`src/rtl/i2c_slv_pkg.sv`:
```
package i2c_slv_pkg;

  localparam int          ID_W   = 4;
  localparam logic [3:0]  DEV_ID = 4'b1010;

  typedef enum logic [3:0] {
    ST_IDLE,
    ST_ADDR,
    ST_ADDR_ACK,
    ST_PTR,
    ST_PTR_ACK,
    ST_WDAT,
    ST_WDAT_ACK,
    ST_TX,
    ST_TACK
  } slv_state_e;

endpackage

```
`src/rtl/i2c_glitch_filter.sv`:
```
module i2c_glitch_filter #(
  parameter int SYNC_STAGES = 2,
  parameter int FILT_LEN    = 3
) (
  input  logic clk,
  input  logic rst,
  input  logic din,
  output logic dout
);

  logic [SYNC_STAGES-1:0] sync_q;
  logic [FILT_LEN-1:0]    hist_q;

  always_ff @(posedge clk) begin
    if (rst) begin
      sync_q <= '1;
      hist_q <= '1;
      dout   <= 1'b1;
    end else begin
      sync_q <= {sync_q[SYNC_STAGES-2:0], din};
      hist_q <= {hist_q[FILT_LEN-2:0], sync_q[SYNC_STAGES-1]};
      if (&hist_q)
        dout <= 1'b1;
      else if (~|hist_q)
        dout <= 1'b0;
    end
  end

  // the filtered level only moves after a full run of equal samples
  a_r9_glitch_reject: assert property (@(posedge clk) disable iff (rst)
    (dout != $past(dout)) |-> (($past(hist_q) == '0) || ($past(hist_q) == '1)));

endmodule

```
`src/rtl/i2c_bus_events.sv`:
```
module i2c_bus_events (
  input  logic clk,
  input  logic rst,
  input  logic scl_f,
  input  logic sda_f,
  output logic scl_rise,
  output logic scl_fall,
  output logic cond_start,
  output logic cond_stop
);

  logic scl_q;
  logic sda_q;

  always_ff @(posedge clk) begin
    if (rst) begin
      scl_q <= 1'b1;
      sda_q <= 1'b1;
    end else begin
      scl_q <= scl_f;
      sda_q <= sda_f;
    end
  end

  always_comb begin
    scl_rise   = scl_f & ~scl_q;
    scl_fall   = ~scl_f & scl_q;
    cond_start = scl_f & scl_q & sda_q & ~sda_f;
    cond_stop  = scl_f & scl_q & ~sda_q & sda_f;
  end

endmodule

```
`src/rtl/i2c_slave_core.sv`:
```
module i2c_slave_core
  import i2c_slv_pkg::*;
#(
  parameter int DATA_W  = 8,
  parameter int PTR_W   = 8,
  parameter int STRAP_W = 3
) (
  input  logic               clk,
  input  logic               rst,
  input  logic [STRAP_W-1:0] strap,
  input  logic               scl_f,
  input  logic               sda_f,
  input  logic               scl_rise,
  input  logic               scl_fall,
  input  logic               cond_start,
  input  logic               cond_stop,
  output logic               sda_oe,
  output logic [PTR_W-1:0]   reg_addr,
  output logic               reg_wr,
  output logic [DATA_W-1:0]  reg_wdata,
  output logic               reg_rd,
  input  logic [DATA_W-1:0]  reg_rdata,
  output logic               stop_pulse
);

  localparam int                CNT_W = $clog2(DATA_W + 1);
  localparam logic [CNT_W-1:0]  FULL  = CNT_W'(DATA_W);

  slv_state_e          state_q;
  logic [CNT_W-1:0]    bcnt_q;
  logic [DATA_W-1:0]   rx_q;
  logic [DATA_W-1:0]   tx_q;
  logic [PTR_W-1:0]    ptr_q;
  logic                rw_q;
  logic                ack_q;
  logic                fetch_q;
  logic                addr_hit;

  assign reg_addr = ptr_q;
  assign addr_hit = (rx_q[DATA_W-1 -: ID_W] == DEV_ID) && (rx_q[STRAP_W:1] == strap);

  always_ff @(posedge clk) begin
    if (rst) begin
      state_q    <= ST_IDLE;
      bcnt_q     <= '0;
      rx_q       <= '0;
      tx_q       <= '0;
      ptr_q      <= '0;
      rw_q       <= 1'b0;
      ack_q      <= 1'b0;
      fetch_q    <= 1'b0;
      sda_oe     <= 1'b0;
      reg_wr     <= 1'b0;
      reg_rd     <= 1'b0;
      reg_wdata  <= '0;
      stop_pulse <= 1'b0;
    end else begin
      reg_wr     <= 1'b0;
      reg_rd     <= 1'b0;
      stop_pulse <= 1'b0;
      fetch_q    <= reg_rd;
      if (fetch_q) begin
        tx_q  <= reg_rdata;
        ptr_q <= ptr_q + 1'b1;
      end
      if (reg_wr)
        ptr_q <= ptr_q + 1'b1;

      if (cond_stop) begin
        state_q    <= ST_IDLE;
        sda_oe     <= 1'b0;
        bcnt_q     <= '0;
        stop_pulse <= 1'b1;
      end else if (cond_start) begin
        state_q <= ST_ADDR;
        sda_oe  <= 1'b0;
        bcnt_q  <= '0;
      end else begin
        unique case (state_q)
          ST_ADDR, ST_PTR, ST_WDAT: begin
            if (scl_rise && bcnt_q != FULL) begin
              rx_q   <= {rx_q[DATA_W-2:0], sda_f};
              bcnt_q <= bcnt_q + 1'b1;
            end else if (scl_fall && bcnt_q == FULL) begin
              bcnt_q <= '0;
              if (state_q == ST_ADDR) begin
                if (addr_hit) begin
                  sda_oe  <= 1'b1;
                  rw_q    <= rx_q[0];
                  reg_rd  <= rx_q[0];
                  state_q <= ST_ADDR_ACK;
                end else begin
                  state_q <= ST_IDLE;
                end
              end else if (state_q == ST_PTR) begin
                ptr_q   <= PTR_W'(rx_q);
                sda_oe  <= 1'b1;
                state_q <= ST_PTR_ACK;
              end else begin
                reg_wr    <= 1'b1;
                reg_wdata <= rx_q;
                sda_oe    <= 1'b1;
                state_q   <= ST_WDAT_ACK;
              end
            end
          end
          ST_ADDR_ACK, ST_PTR_ACK, ST_WDAT_ACK: begin
            if (scl_fall) begin
              sda_oe <= 1'b0;
              bcnt_q <= '0;
              if (state_q == ST_ADDR_ACK && rw_q) begin
                sda_oe  <= ~tx_q[DATA_W-1];
                tx_q    <= tx_q << 1;
                bcnt_q  <= CNT_W'(1);
                state_q <= ST_TX;
              end else if (state_q == ST_ADDR_ACK) begin
                state_q <= ST_PTR;
              end else begin
                state_q <= ST_WDAT;
              end
            end
          end
          ST_TX: begin
            if (scl_fall) begin
              if (bcnt_q == FULL) begin
                sda_oe  <= 1'b0;
                ack_q   <= 1'b0;
                bcnt_q  <= '0;
                state_q <= ST_TACK;
              end else begin
                sda_oe <= ~tx_q[DATA_W-1];
                tx_q   <= tx_q << 1;
                bcnt_q <= bcnt_q + 1'b1;
              end
            end
          end
          ST_TACK: begin
            if (scl_rise) begin
              ack_q  <= ~sda_f;
              reg_rd <= ~sda_f;
            end else if (scl_fall) begin
              if (ack_q) begin
                sda_oe  <= ~tx_q[DATA_W-1];
                tx_q    <= tx_q << 1;
                bcnt_q  <= CNT_W'(1);
                state_q <= ST_TX;
              end else begin
                state_q <= ST_IDLE;
              end
            end
          end
          default: begin
            bcnt_q <= '0;
          end
        endcase
      end
    end
  end

  // SDA drive changes only while SCL is low, unless a condition releases it
  a_r4_sda_edge_scl_low: assert property (@(posedge clk) disable iff (rst)
    (sda_oe != $past(sda_oe)) |-> (!$past(scl_f) || $past(cond_start) || $past(cond_stop)));

  // the register port never writes and reads in one cycle
  a_r3_wr_rd_excl: assert property (@(posedge clk) disable iff (rst)
    !(reg_wr && reg_rd));

  // STOP indication lasts a single cycle
  a_r7_stop_single: assert property (@(posedge clk) disable iff (rst)
    stop_pulse |=> !stop_pulse);

  // pointer advances (with wrap) right after a write strobe
  a_r5_ptr_advance: assert property (@(posedge clk) disable iff (rst)
    reg_wr |=> (reg_addr == PTR_W'($past(reg_addr) + 1'b1)));

  // when idle (after NACK, mismatch or STOP) the line is never pulled
  a_r6_idle_released: assert property (@(posedge clk) disable iff (rst)
    (state_q == ST_IDLE) |-> !sda_oe);

endmodule

```
`src/rtl/i2c_reg_slave.sv`:
```
module i2c_reg_slave #(
  parameter int SYNC_STAGES = 2,
  parameter int FILT_LEN    = 3,
  parameter int DATA_W      = 8,
  parameter int PTR_W       = 8,
  parameter int STRAP_W     = 3
) (
  input  logic               clk,
  input  logic               rst,
  input  logic               scl_i,
  input  logic               sda_i,
  output logic               sda_oe,
  input  logic [STRAP_W-1:0] strap_addr,
  output logic [PTR_W-1:0]   reg_addr,
  output logic               reg_wr,
  output logic [DATA_W-1:0]  reg_wdata,
  output logic               reg_rd,
  input  logic [DATA_W-1:0]  reg_rdata,
  output logic               stop_pulse
);

  localparam int N_LINES = 2;

  logic [N_LINES-1:0] raw_w;
  logic [N_LINES-1:0] filt_w;
  logic scl_rise, scl_fall, cond_start, cond_stop;

  assign raw_w = {sda_i, scl_i};

  for (genvar g = 0; g < N_LINES; g++) begin : g_line
    i2c_glitch_filter #(
      .SYNC_STAGES (SYNC_STAGES),
      .FILT_LEN    (FILT_LEN)
    ) u_flt (
      .clk  (clk),
      .rst  (rst),
      .din  (raw_w[g]),
      .dout (filt_w[g])
    );
  end

  i2c_bus_events u_evt (
    .clk        (clk),
    .rst        (rst),
    .scl_f      (filt_w[0]),
    .sda_f      (filt_w[1]),
    .scl_rise   (scl_rise),
    .scl_fall   (scl_fall),
    .cond_start (cond_start),
    .cond_stop  (cond_stop)
  );

  i2c_slave_core #(
    .DATA_W  (DATA_W),
    .PTR_W   (PTR_W),
    .STRAP_W (STRAP_W)
  ) u_core (
    .clk        (clk),
    .rst        (rst),
    .strap      (strap_addr),
    .scl_f      (filt_w[0]),
    .sda_f      (filt_w[1]),
    .scl_rise   (scl_rise),
    .scl_fall   (scl_fall),
    .cond_start (cond_start),
    .cond_stop  (cond_stop),
    .sda_oe     (sda_oe),
    .reg_addr   (reg_addr),
    .reg_wr     (reg_wr),
    .reg_wdata  (reg_wdata),
    .reg_rd     (reg_rd),
    .reg_rdata  (reg_rdata),
    .stop_pulse (stop_pulse)
  );

endmodule

```
`config.mk`:
```
export PLATFORM = sky130hd
export DESIGN_NAME = i2c_reg_slave
export DESIGN_NICKNAME = d
export VERILOG_FILES = /design/src/rtl/i2c_slv_pkg.sv /design/src/rtl/i2c_glitch_filter.sv /design/src/rtl/i2c_bus_events.sv /design/src/rtl/i2c_slave_core.sv /design/src/rtl/i2c_reg_slave.sv
export SDC_FILE = /design/constraint.sdc
export NUM_CORES = 1
export LEC_CHECK = 0
export ABC_AREA = 1
export CAP_MARGIN = 20
export CORE_UTILIZATION = 45
export DETAILED_ROUTE_END_ITERATION = 8
export PLACE_DENSITY = 0.66
export SLEW_MARGIN = 20
export SYNTH_ARGS = -nofsm -noshare
export SYNTH_HDL_FRONTEND = slang
export SYNTH_SLANG_ARGS = --single-unit
```
`constraint.sdc`:
```
create_clock -name clk -period 2.55 [get_ports clk]
set_input_delay 0.255 -clock clk [delete_from_list [all_inputs] [get_ports clk]]
set_output_delay 0.255 -clock clk [all_outputs]
set_load 0.02 [all_outputs]
```
==> results.toml, run 1 <==
[status]
status = "finished clean"

[grt]
grt_pass1_vias = 2241
initial_antenna_violation_count = 0
global_route_wire_length_before_repair_um = 9580
grt_remaining_overflow = 0
largest_net_degree_at_the_start_of_global_routing = 18
globalRouteTotalUtil = 0.196

[placement]
globalplace.congestion = 0.910
port_buffers = 34
dpl.hpwl_um = 4260
dpl-instance-area_um2 = 3200
place.detailed.instances = 470
dpl_worst_slack_ps = 716

[sta]
worst-slew-pin-transition_ps = 421
slew_headroom = 0.718
finalClockSkew_ps = 6.63
finalHoldViolations = 0
drv_slew = 0
worst_hold_slack_ps = 412
grt_setup_unrepaired = "false"
max_freq_mhz = 547
postLayoutSetupSlackWorst_ps = 720
minimum_clock_period_ps = 1830
setup_viol_count_final = 0
setup_total_negative_slack_ps = 0
fin_crit_sh = 0.718

[floorplanning]
num_rows = 28
core_region_area_um2 = 5960
design.portCount = 35
chipWidth_um = 80.6
die_height_um = 80.6
initial_standard_cell_utilization_of_the_core = 0.467
floorplan.die_area_um2 = 6500

[finish]
flow.area_growth_from_synthesis_pct = 21.4
drive_gt1_frac = 0.112
fillers = 611
num_antenna_cells = 0
final_core_utilization = 0.567
finalNetCount = 424
fin_cells = 485
postLayoutCellArea_um2 = 3380

[synth]
ys_seq_elements = 61
synth_cell_types = 34
syn_avg_cell_area_um2 = 7.62
post-synth-top-area-fraction = 0.439
synth.top_cells.by_area = "sky130_fd_sc_hd__dfxtp_1 (44%), sky130_fd_sc_hd__nand2_1 (7.8%), sky130_fd_sc_hd__a21oi_1 (6.8%)"
yosysSeqAreaShare = 0.439
post_synth_inst_count = 365
area_leader_netlist = "sky130_fd_sc_hd__dfxtp_1"
yosys_warnings = 0
post_synth_instance_area_um2 = 2780
net_count_after_synthesis = 383

[cts]
post_cts_buffers = 0
tritoncts_num_sinks = 61
h-tree-depth = 3
clock_latency_ps = 340
clock-root-buffer = "sky130_fd_sc_hd__clkbuf_8"
clock_tree.buffer_depth = 2
tritoncts = "built"
cts.reportedPaths.clkPinSlew_ps = 60
cts_inserted_buffers = 9
cts-hold-fix-buffers = 0
cts_resized = 0

[power_and_ir_drop]
total_power_mw = 2.23
static-leakage-power_nw = 1.40
irDropWorstVdd_mv = 0.309
power_density_nw_per_um2 = 660

[critical_path]
element_type_at_the_critical_path_start = "flop"
worst_ep_arrival_time_ps = 2070
required_ps = 2790
critical_path_class = "reg -> reg"
reg2reg_from = "u_core.bcnt_q[0]$_SDFFE_PP0P_"
critical_path_peak_fanout = 12
worst_setup_path_startpoint = "u_core.bcnt_q[0]$_SDFFE_PP0P_"
critical_path_end_type = "flop"

[routing]
drtPass1Iterations = 4
final_antenna_net_count = 0
avgViaCountPerCell = 5.00
via_count = 2424
postRouteWirelength_um = 5700
top_signal_layer_used = "met4"
detail_route.iter0.violations = 56
met3RoutedLength_um = 236
post_drt_wl_per_cell_um = 11.8
wl_met2_um = 2660
route.detailed.drc = 0
wl_met1_um = 2690

[job]
maxCapViolCount = 0

[hold_path]
min_path_type = "reg -> reg"
hold_start = "g_line[1].u_flt.sync_q[0]$_SDFF_PP1_"
cell usage after synthesis:
cell	instances
sky130_fd_sc_hd__dfxtp_1	61
sky130_fd_sc_hd__nand2_1	58
sky130_fd_sc_hd__inv_1	41
sky130_fd_sc_hd__a21oi_1	38
sky130_fd_sc_hd__nor2_1	33
sky130_fd_sc_hd__o21ai_0	32
sky130_fd_sc_hd__nand3_1	27
sky130_fd_sc_hd__or2_2	10
sky130_fd_sc_hd__mux2i_1	7
sky130_fd_sc_hd__xor2_1	7
sky130_fd_sc_hd__inv_2	5
sky130_fd_sc_hd__nor3_1	5
sky130_fd_sc_hd__clkbuf_1	4
sky130_fd_sc_hd__nand2_4	4
sky130_fd_sc_hd__nand4_1	4
sky130_fd_sc_hd__ha_1	3
sky130_fd_sc_hd__nor2_2	3
sky130_fd_sc_hd__nor2_4	3
sky130_fd_sc_hd__buf_2	2
sky130_fd_sc_hd__nand2_2	2
sky130_fd_sc_hd__o211ai_1	2
sky130_fd_sc_hd__xnor2_1	2
sky130_fd_sc_hd__a21oi_4	1
sky130_fd_sc_hd__a22oi_1	1
sky130_fd_sc_hd__buf_4	1
sky130_fd_sc_hd__buf_6	1
sky130_fd_sc_hd__clkinv_1	1
sky130_fd_sc_hd__mux2_2	1
sky130_fd_sc_hd__nand3_4	1
sky130_fd_sc_hd__nand3b_1	1
sky130_fd_sc_hd__nor3_2	1
sky130_fd_sc_hd__nor4_1	1
sky130_fd_sc_hd__o2111ai_1	1
sky130_fd_sc_hd__o21ai_1	1
critical path, cell delays in order, from the launching register on:
cell	delay, ps
sky130_fd_sc_hd__dfxtp_1	330
sky130_fd_sc_hd__inv_1	80
sky130_fd_sc_hd__ha_1	140
sky130_fd_sc_hd__nand2_1	50
sky130_fd_sc_hd__nor2_1	200
sky130_fd_sc_hd__nand2_1	160
sky130_fd_sc_hd__nor2_2	210
sky130_fd_sc_hd__inv_1	210
sky130_fd_sc_hd__o21ai_0	190
sky130_fd_sc_hd__inv_1	60
sky130_fd_sc_hd__nand2_1	60
sky130_fd_sc_hd__inv_1	30
state kept, by name, indices dropped and copies added, names as in the netlist, 2 cells and up:
signal,flops
u_core.tx_q,8
g_line.u_flt.sync_q,4
g_line.u_flt.hist_q,6
u_core.rx_q,8
u_core.bcnt_q,4
u_core.state_q,4
u_core.reg_addr,8
u_core.reg_wdata,8
g_line.u_flt.dout,2
cell families after synthesis:
kind of cell	after synthesis	share of synthesized area
AND/OR/NAND/NOR	153	0.266
AO/OA/AOI/OAI	76	0.145
flip-flops	61	0.439
buffers and inverters	55	0.0791
XOR/XNOR	9	0.0283
multiplexers	8	0.0292
adder cells (fa/ha/maj)	3	0.0135
area by class of cell:
class / instances / area (um^2) / area share
Clock inverter: 2 / 35.0 / 0.0104
Clock buffer: 13 / 139 / 0.0411
Tap cell: 75 / 93.8 / 0.0278
Inverter: 47 / 176 / 0.0522
Sequential cell: 61 / 1220 / 0.362
Timing Repair Buffer: 38 / 370 / 0.110
Multi-Input combinational cell: 249 / 1340 / 0.397
placed cells by master, fill, tap and decap left out, drive strengths merged, types with 3 or more instances in the layout:
cell type,Yosys,final
nand3,28,28
buf,4,4
or2,10,10
nor2,39,39
mux2i,7,7
clkdlybuf4s50,0,34
a21oi,39,39
xor2,7,7
clkbuf,4,13
dfxtp,61,61
inv,46,46
nor3,6,6
nand4,4,4
o21ai,33,33
nand2,64,64
ha,3,3
where the power goes:
| group | internal, mW | switching, mW |
|---|---|---|
| sequential | 0.978 | 0.0247 |
| combinational | 0.158 | 0.285 |
| clock | 0.446 | 0.338 |
worst paths after layout:
| kind | end | slack [ps] | depth (start not counted) |
|---|---|---|---|
| worst max-delay path | u_core.reg_addr[6]$_SDFF_PP0_ | 720 | 11 |
| worst min-delay path | g_line[1].u_flt.sync_q[1]$_SDFF_PP1_ | 410 | 1 |
| worst max register to register | u_core.reg_addr[6]$_SDFF_PP0_ | 720 | 11 |
| worst min register to register | g_line[1].u_flt.sync_q[1]$_SDFF_PP1_ | 410 | 1 |
metal layers:
| metal | GRT usage | up-vias |
|---|---|---|
| met2 | 0.324 | 46 |
| li1 | - | 1272 |
| met4 | 0.127 | 0 |
| met5 | 0 | - |
| met3 | 0.0443 | 9 |
| met1 | 0.225 | 1097 |
Note: power is estimated with default switching activity, not from simulation.
==> inputs of run 2 (changes only) <==
- clock period: 2.55 -> 1.9 ns (I/O delays scaled with it)
==> results.toml, run 2 (synthesis gave the netlist of run 1 again) <==
[finish]
fin_cells = 486
leading_cell_types_in_the_layout_fill_and_taps_excluded = "sky130_fd_sc_hd__dfxtp_1 (61), sky130_fd_sc_hd__nand2_1 (57), sky130_fd_sc_hd__inv_1 (40), sky130_fd_sc_hd__a21oi_1 (38), sky130_fd_sc_hd__clkdlybuf4s50_1 (34)"
flow.area_growth_from_synthesis_pct = 23.2
num_antenna_cells = 0
final_core_utilization = 0.576
finalNetCount = 425
layout_commonest_cell = "sky130_fd_sc_hd__dfxtp_1"
postLayoutCellArea_um2 = 3430
drive_gt1_frac = 0.129

[job]
maxCapViolCount = 0

[cts]
tritoncts_num_sinks = 61
tritoncts = "built"
h-tree-depth = 3
cts.reportedPaths.clkPinSlew_ps = 70
clock-root-buffer = "sky130_fd_sc_hd__clkbuf_8"
clock_latency_ps = 340
cts_inserted_buffers = 9
cts_resized = 0
clock_tree.buffer_depth = 2
post_cts_buffers = 0
cts-hold-fix-buffers = 0

[sta]
postLayoutSetupSlackWorst_ps = 223
worst-slew-pin-transition_ps = 424
minimum_clock_period_ps = 1680
drv_slew = 0
slew_headroom = 0.716
setup_total_negative_slack_ps = 0
grt_setup_unrepaired = "false"
fin_crit_sh = 0.883
finalHoldViolations = 0
finalClockSkew_ps = 8.36
setup_viol_count_final = 0
worst_hold_slack_ps = 411
max_freq_mhz = 596

[critical_path]
critical_path_peak_fanout = 17
worst_ep_arrival_time_ps = 1900
critical_path_end_type = "flop"
required_ps = 2120
critical_path_class = "reg -> reg"
element_type_at_the_critical_path_start = "flop"

[floorplanning]
num_rows = 28
floorplan.die_area_um2 = 6500
core_region_area_um2 = 5960
design.portCount = 35
die_height_um = 80.6
chipWidth_um = 80.6
initial_standard_cell_utilization_of_the_core = 0.467

[status]
status = "finished clean"

[routing]
final_antenna_net_count = 0
drtPass1Iterations = 5
post_drt_wl_per_cell_um = 12.2
via_count = 2452
avgViaCountPerCell = 5.05
postRouteWirelength_um = 5940
detail_route.iter0.violations = 101
route.detailed.drc = 0

[power_and_ir_drop]
power_density_nw_per_um2 = 931
power_switching_mw = 0.935
power_report.internal_total_mw = 2.26
seq_power_share = 0.421
pwr-share-clk = 0.389
swShare = 0.293
total_power_mw = 3.19
irDropWorstVdd_mv = 0.472
static-leakage-power_nw = 1.42
combPwrFrac = 0.190

[placement]
dpl_worst_slack_ps = 132
place.detailed.instances = 471
dpl-instance-area_um2 = 3210
dpl.hpwl_um = 4290
port_buffers = 34
globalplace.congestion = 0.894

[grt]
largest_net_degree_at_the_start_of_global_routing = 18
grt_remaining_overflow = 0
global_route_wire_length_before_repair_um = 9620
grt_pass1_vias = 2133
initial_antenna_violation_count = 0
globalRouteTotalUtil = 0.200

[hold_path]
min_path_type = "reg -> reg"
[run 2: cell types whose count changed in the layout (fill, tap and decap cells not counted), sizes merged]
cell / change
buf: +1
bufinv: +1
clkbuf: -2
clkinv: +1
[run 2: final cells by class]
| cell class | instances | area [um^2] |
|---|---|---|
| clock inverter | 4 | 73.8 |
| timing repair buffer | 39 | 378 |
| clock buffer | 11 | 131 |
| inverter | 47 | 176 |
| tap | 75 | 93.8 |
| multi-input combinational | 249 | 1350 |
| sequential | 61 | 1220 |
| fill | 581 | 2530 |
[run 2: final timing paths]
kind,start,depth (start not counted),slack [ps],endpoint
max,u_core.bcnt_q[0]$_SDFFE_PP0P_,11,220,u_core.reg_wdata[0]$_SDFFE_PP0P_
min,g_line[1].u_flt.sync_q[0]$_SDFF_PP1_,1,410,g_line[1].u_flt.sync_q[1]$_SDFF_PP1_
min reg2reg,g_line[1].u_flt.sync_q[0]$_SDFF_PP1_,1,410,g_line[1].u_flt.sync_q[1]$_SDFF_PP1_
max reg2reg,u_core.bcnt_q[0]$_SDFFE_PP0P_,11,220,u_core.reg_wdata[0]$_SDFFE_PP0P_
[run 2: critical path, stage by stage, from the launching register on]
cell                      delay [ps]
sky130_fd_sc_hd__dfxtp_1         330
sky130_fd_sc_hd__inv_1            80
sky130_fd_sc_hd__ha_1            150
sky130_fd_sc_hd__nand2_1          60
sky130_fd_sc_hd__nor2_2          130
sky130_fd_sc_hd__nand2_1         140
sky130_fd_sc_hd__inv_1            80
sky130_fd_sc_hd__nand2_1          70
sky130_fd_sc_hd__inv_2            90
sky130_fd_sc_hd__nand3_4         170
sky130_fd_sc_hd__o21ai_0         200
sky130_fd_sc_hd__a21oi_1          60
[run 2: power groups by stage]
stage	clock network [mW]	registers (mW)	logic [mW]
3_3_place_gp	0	1.37	0.587
3_5_place_dp	0	1.37	0.596
2_1_floorplan	0	1.37	0.448
5_1_grt	1.33	1.35	0.673
4_1_cts	1.26	1.34	0.597
6_report	1.24	1.34	0.608
[run 2: routing by layer]
layer	wire length (um)	track usage	vias to the layer above	part of all wire
li1	-	-	1276	-
met1	2840	0.237	1098	0.48
met2	2750	0.329	69	0.46
met3	270	0.0682	9	0.045
met4	79	0.0768	0	0.013
met5	0	0	-	0
==> inputs of run 3 (changes only) <==
- CORE_UTILIZATION: 45 -> 50
- PLACE_DENSITY: 0.66 -> 0.72
==> results.toml, run 3 (synthesis gave the netlist of run 1 again) <==
[finish]
leading_cell_types_in_the_layout_fill_and_taps_excluded = "sky130_fd_sc_hd__dfxtp_1 (61), sky130_fd_sc_hd__nand2_1 (58), sky130_fd_sc_hd__inv_1 (40), sky130_fd_sc_hd__a21oi_1 (38), sky130_fd_sc_hd__clkdlybuf4s50_1 (34)"
num_antenna_cells = 0
final_core_utilization = 0.655
fillers = 459
flow.area_growth_from_synthesis_pct = 23.3
finalNetCount = 426
layout_commonest_cell = "sky130_fd_sc_hd__dfxtp_1"
drive_gt1_frac = 0.133

[power_and_ir_drop]
total_power_mw = 3.19
power_density_nw_per_um2 = 931
static-leakage-power_nw = 1.43
irDropWorstVdd_mv = 0.779

[critical_path]
element_type_at_the_critical_path_start = "flop"
critical_path.cell_chain = "nand2_2 > nor2_2 > nand2_1 > nand3_1 > nand2_1 > nand2_1 > o21ai_0"
worst_setup_path_startpoint = "u_core.state_q[0]$_SDFFE_PP0P_"
cp_slowest_cell = "sky130_fd_sc_hd__dfxtp_1"
reg2reg_from = "u_core.state_q[0]$_SDFFE_PP0P_"
timing.critical_path.slowest_cell_delay_ps = 460
path_common_cell = "sky130_fd_sc_hd__nand2_1"
critical_path_class = "reg -> reg"
required_ps = 2110
critical_path_end_type = "flop"
regToRegSetupSlack_ps = 190
regToRegEndpoint = "u_core.tx_q[5]$_SDFF_PP0_"
worstRegToRegCells = 7
crit_path_end = "u_core.tx_q[5]$_SDFF_PP0_"
critical_path_peak_fanout = 8
worst_ep_arrival_time_ps = 1920

[sta]
finalHoldViolations = 0
setup_total_negative_slack_ps = 0
worst-slew-pin-transition_ps = 439
max_freq_mhz = 585
fin_crit_sh = 0.900
grt_setup_unrepaired = "false"
minimum_clock_period_ps = 1710
worst_hold_slack_ps = 410
drv_slew = 0
setup_viol_count_final = 0
finalClockSkew_ps = 6.01
slew_headroom = 0.706

[floorplanning]
floorplan.die_area_um2 = 5870
die_height_um = 76.6
chipWidth_um = 76.6
num_rows = 26
core_region_area_um2 = 5240
design.portCount = 35
initial_standard_cell_utilization_of_the_core = 0.531

[cts]
cts-hold-fix-buffers = 0
tritoncts_num_sinks = 61
clock_latency_ps = 340
clock-root-buffer = "sky130_fd_sc_hd__clkbuf_8"
cts_inserted_buffers = 9
tritoncts = "built"
cts.reportedPaths.clkPinSlew_ps = 70
clock_tree.buffer_depth = 2
h-tree-depth = 3

[grt]
initial_antenna_violation_count = 0
global_route_wire_length_before_repair_um = 10200
largest_net_degree_at_the_start_of_global_routing = 18
grt_remaining_overflow = 0
grt_pass1_vias = 2250
globalRouteTotalUtil = 0.223

[routing]
postRouteWirelength_um = 5870
final_antenna_net_count = 0
via_count = 2456
detail_route.iter0.violations = 135
drtPass1Iterations = 4
route.detailed.drc = 0
avgViaCountPerCell = 5.08
post_drt_wl_per_cell_um = 12.2

[job]
maxCapViolCount = 0

[placement]
port_buffers = 34
globalplace.congestion = 0.852
dpl.hpwl_um = 4290

[status]
status = "finished clean"

[hold_path]
min_path_type = "in -> reg"
-- run 3: cell types whose count changed in the layout (fill, tap and decap cells not counted), sizes merged --
cell and change:
clkbuf -1, clkinvlp +1, inv +1, buf +1
-- run 3: routing by layer --
metal / global-route usage / wire, um / share of wire / vias up
met5: 0 / 0 / 0 / -
met4: 0.0808 / 107 / 0.018 / 0
met3: 0.0766 / 275 / 0.047 / 12
met2: 0.361 / 2700 / 0.46 / 56
met1: 0.272 / 2790 / 0.48 / 1110
li1: - / - / - / 1278
-- run 3: area by class of cell --
type	instances	area (um^2)	share of cell area
clock buffers	10	128	0.0372
repair buffers	40	385	0.112
well taps	70	87.6	0.0255
flip-flops and latches	61	1220	0.356
multi-input cells	249	1350	0.392
clock inverters	6	86.3	0.0252
inverters	47	176	0.0514
-- run 3: metrics by stage --
stage               setup slack [ps]  cells  area, um^2
floorplan                        359    365        2780
global route                    15.5    483        3430
finish                           189    483        3430
detailed placement               116    467        3210
CTS                              116    483        3430
global placement                 200    467        3210
-- run 3: worst min path at each step --
stage / slack [ps] / end / startpoint / cells past startpoint
finish: 410 / g_line[0].u_flt.sync_q[0]$_SDFF_PP1_ / scl_i / 2
global placement: 390 / g_line[1].u_flt.hist_q[0]$_SDFF_PP1_ / g_line[1].u_flt.sync_q[1]$_SDFF_PP1_ / 1
floorplan: 290 / g_line[0].u_flt.sync_q[0]$_SDFF_PP1_ / scl_i / 1
detailed placement: 400 / g_line[1].u_flt.hist_q[0]$_SDFF_PP1_ / g_line[1].u_flt.sync_q[1]$_SDFF_PP1_ / 1
CTS: 400 / g_line[0].u_flt.sync_q[0]$_SDFF_PP1_ / scl_i / 2
global route: 390 / g_line[0].u_flt.sync_q[0]$_SDFF_PP1_ / scl_i / 2
-- run 3: what timing repair did --
item | 4_1_cts | 5_1_grt
buffers inserted | 0 | 0
resized for setup | 0 | 4
endpoints found under the setup margin | 0 | 12
-- run 3: power breakdown --
group | internal (mW) | switching, mW | total, mW | leakage [nW]
Sequential | 1.31 | 0.0338 | 1.34 | 0.494
Combinational | 0.215 | 0.380 | 0.595 | 0.830
Clock | 0.738 | 0.516 | 1.25 | 0.107
-- run 3: worst max-delay path, delay by kind of cell, from the launching register on --
kind	cells	cell delay, ps
DFF	1	460
and+or+nand+nor	6	990
AOI/OAI and AO/OA	1	140
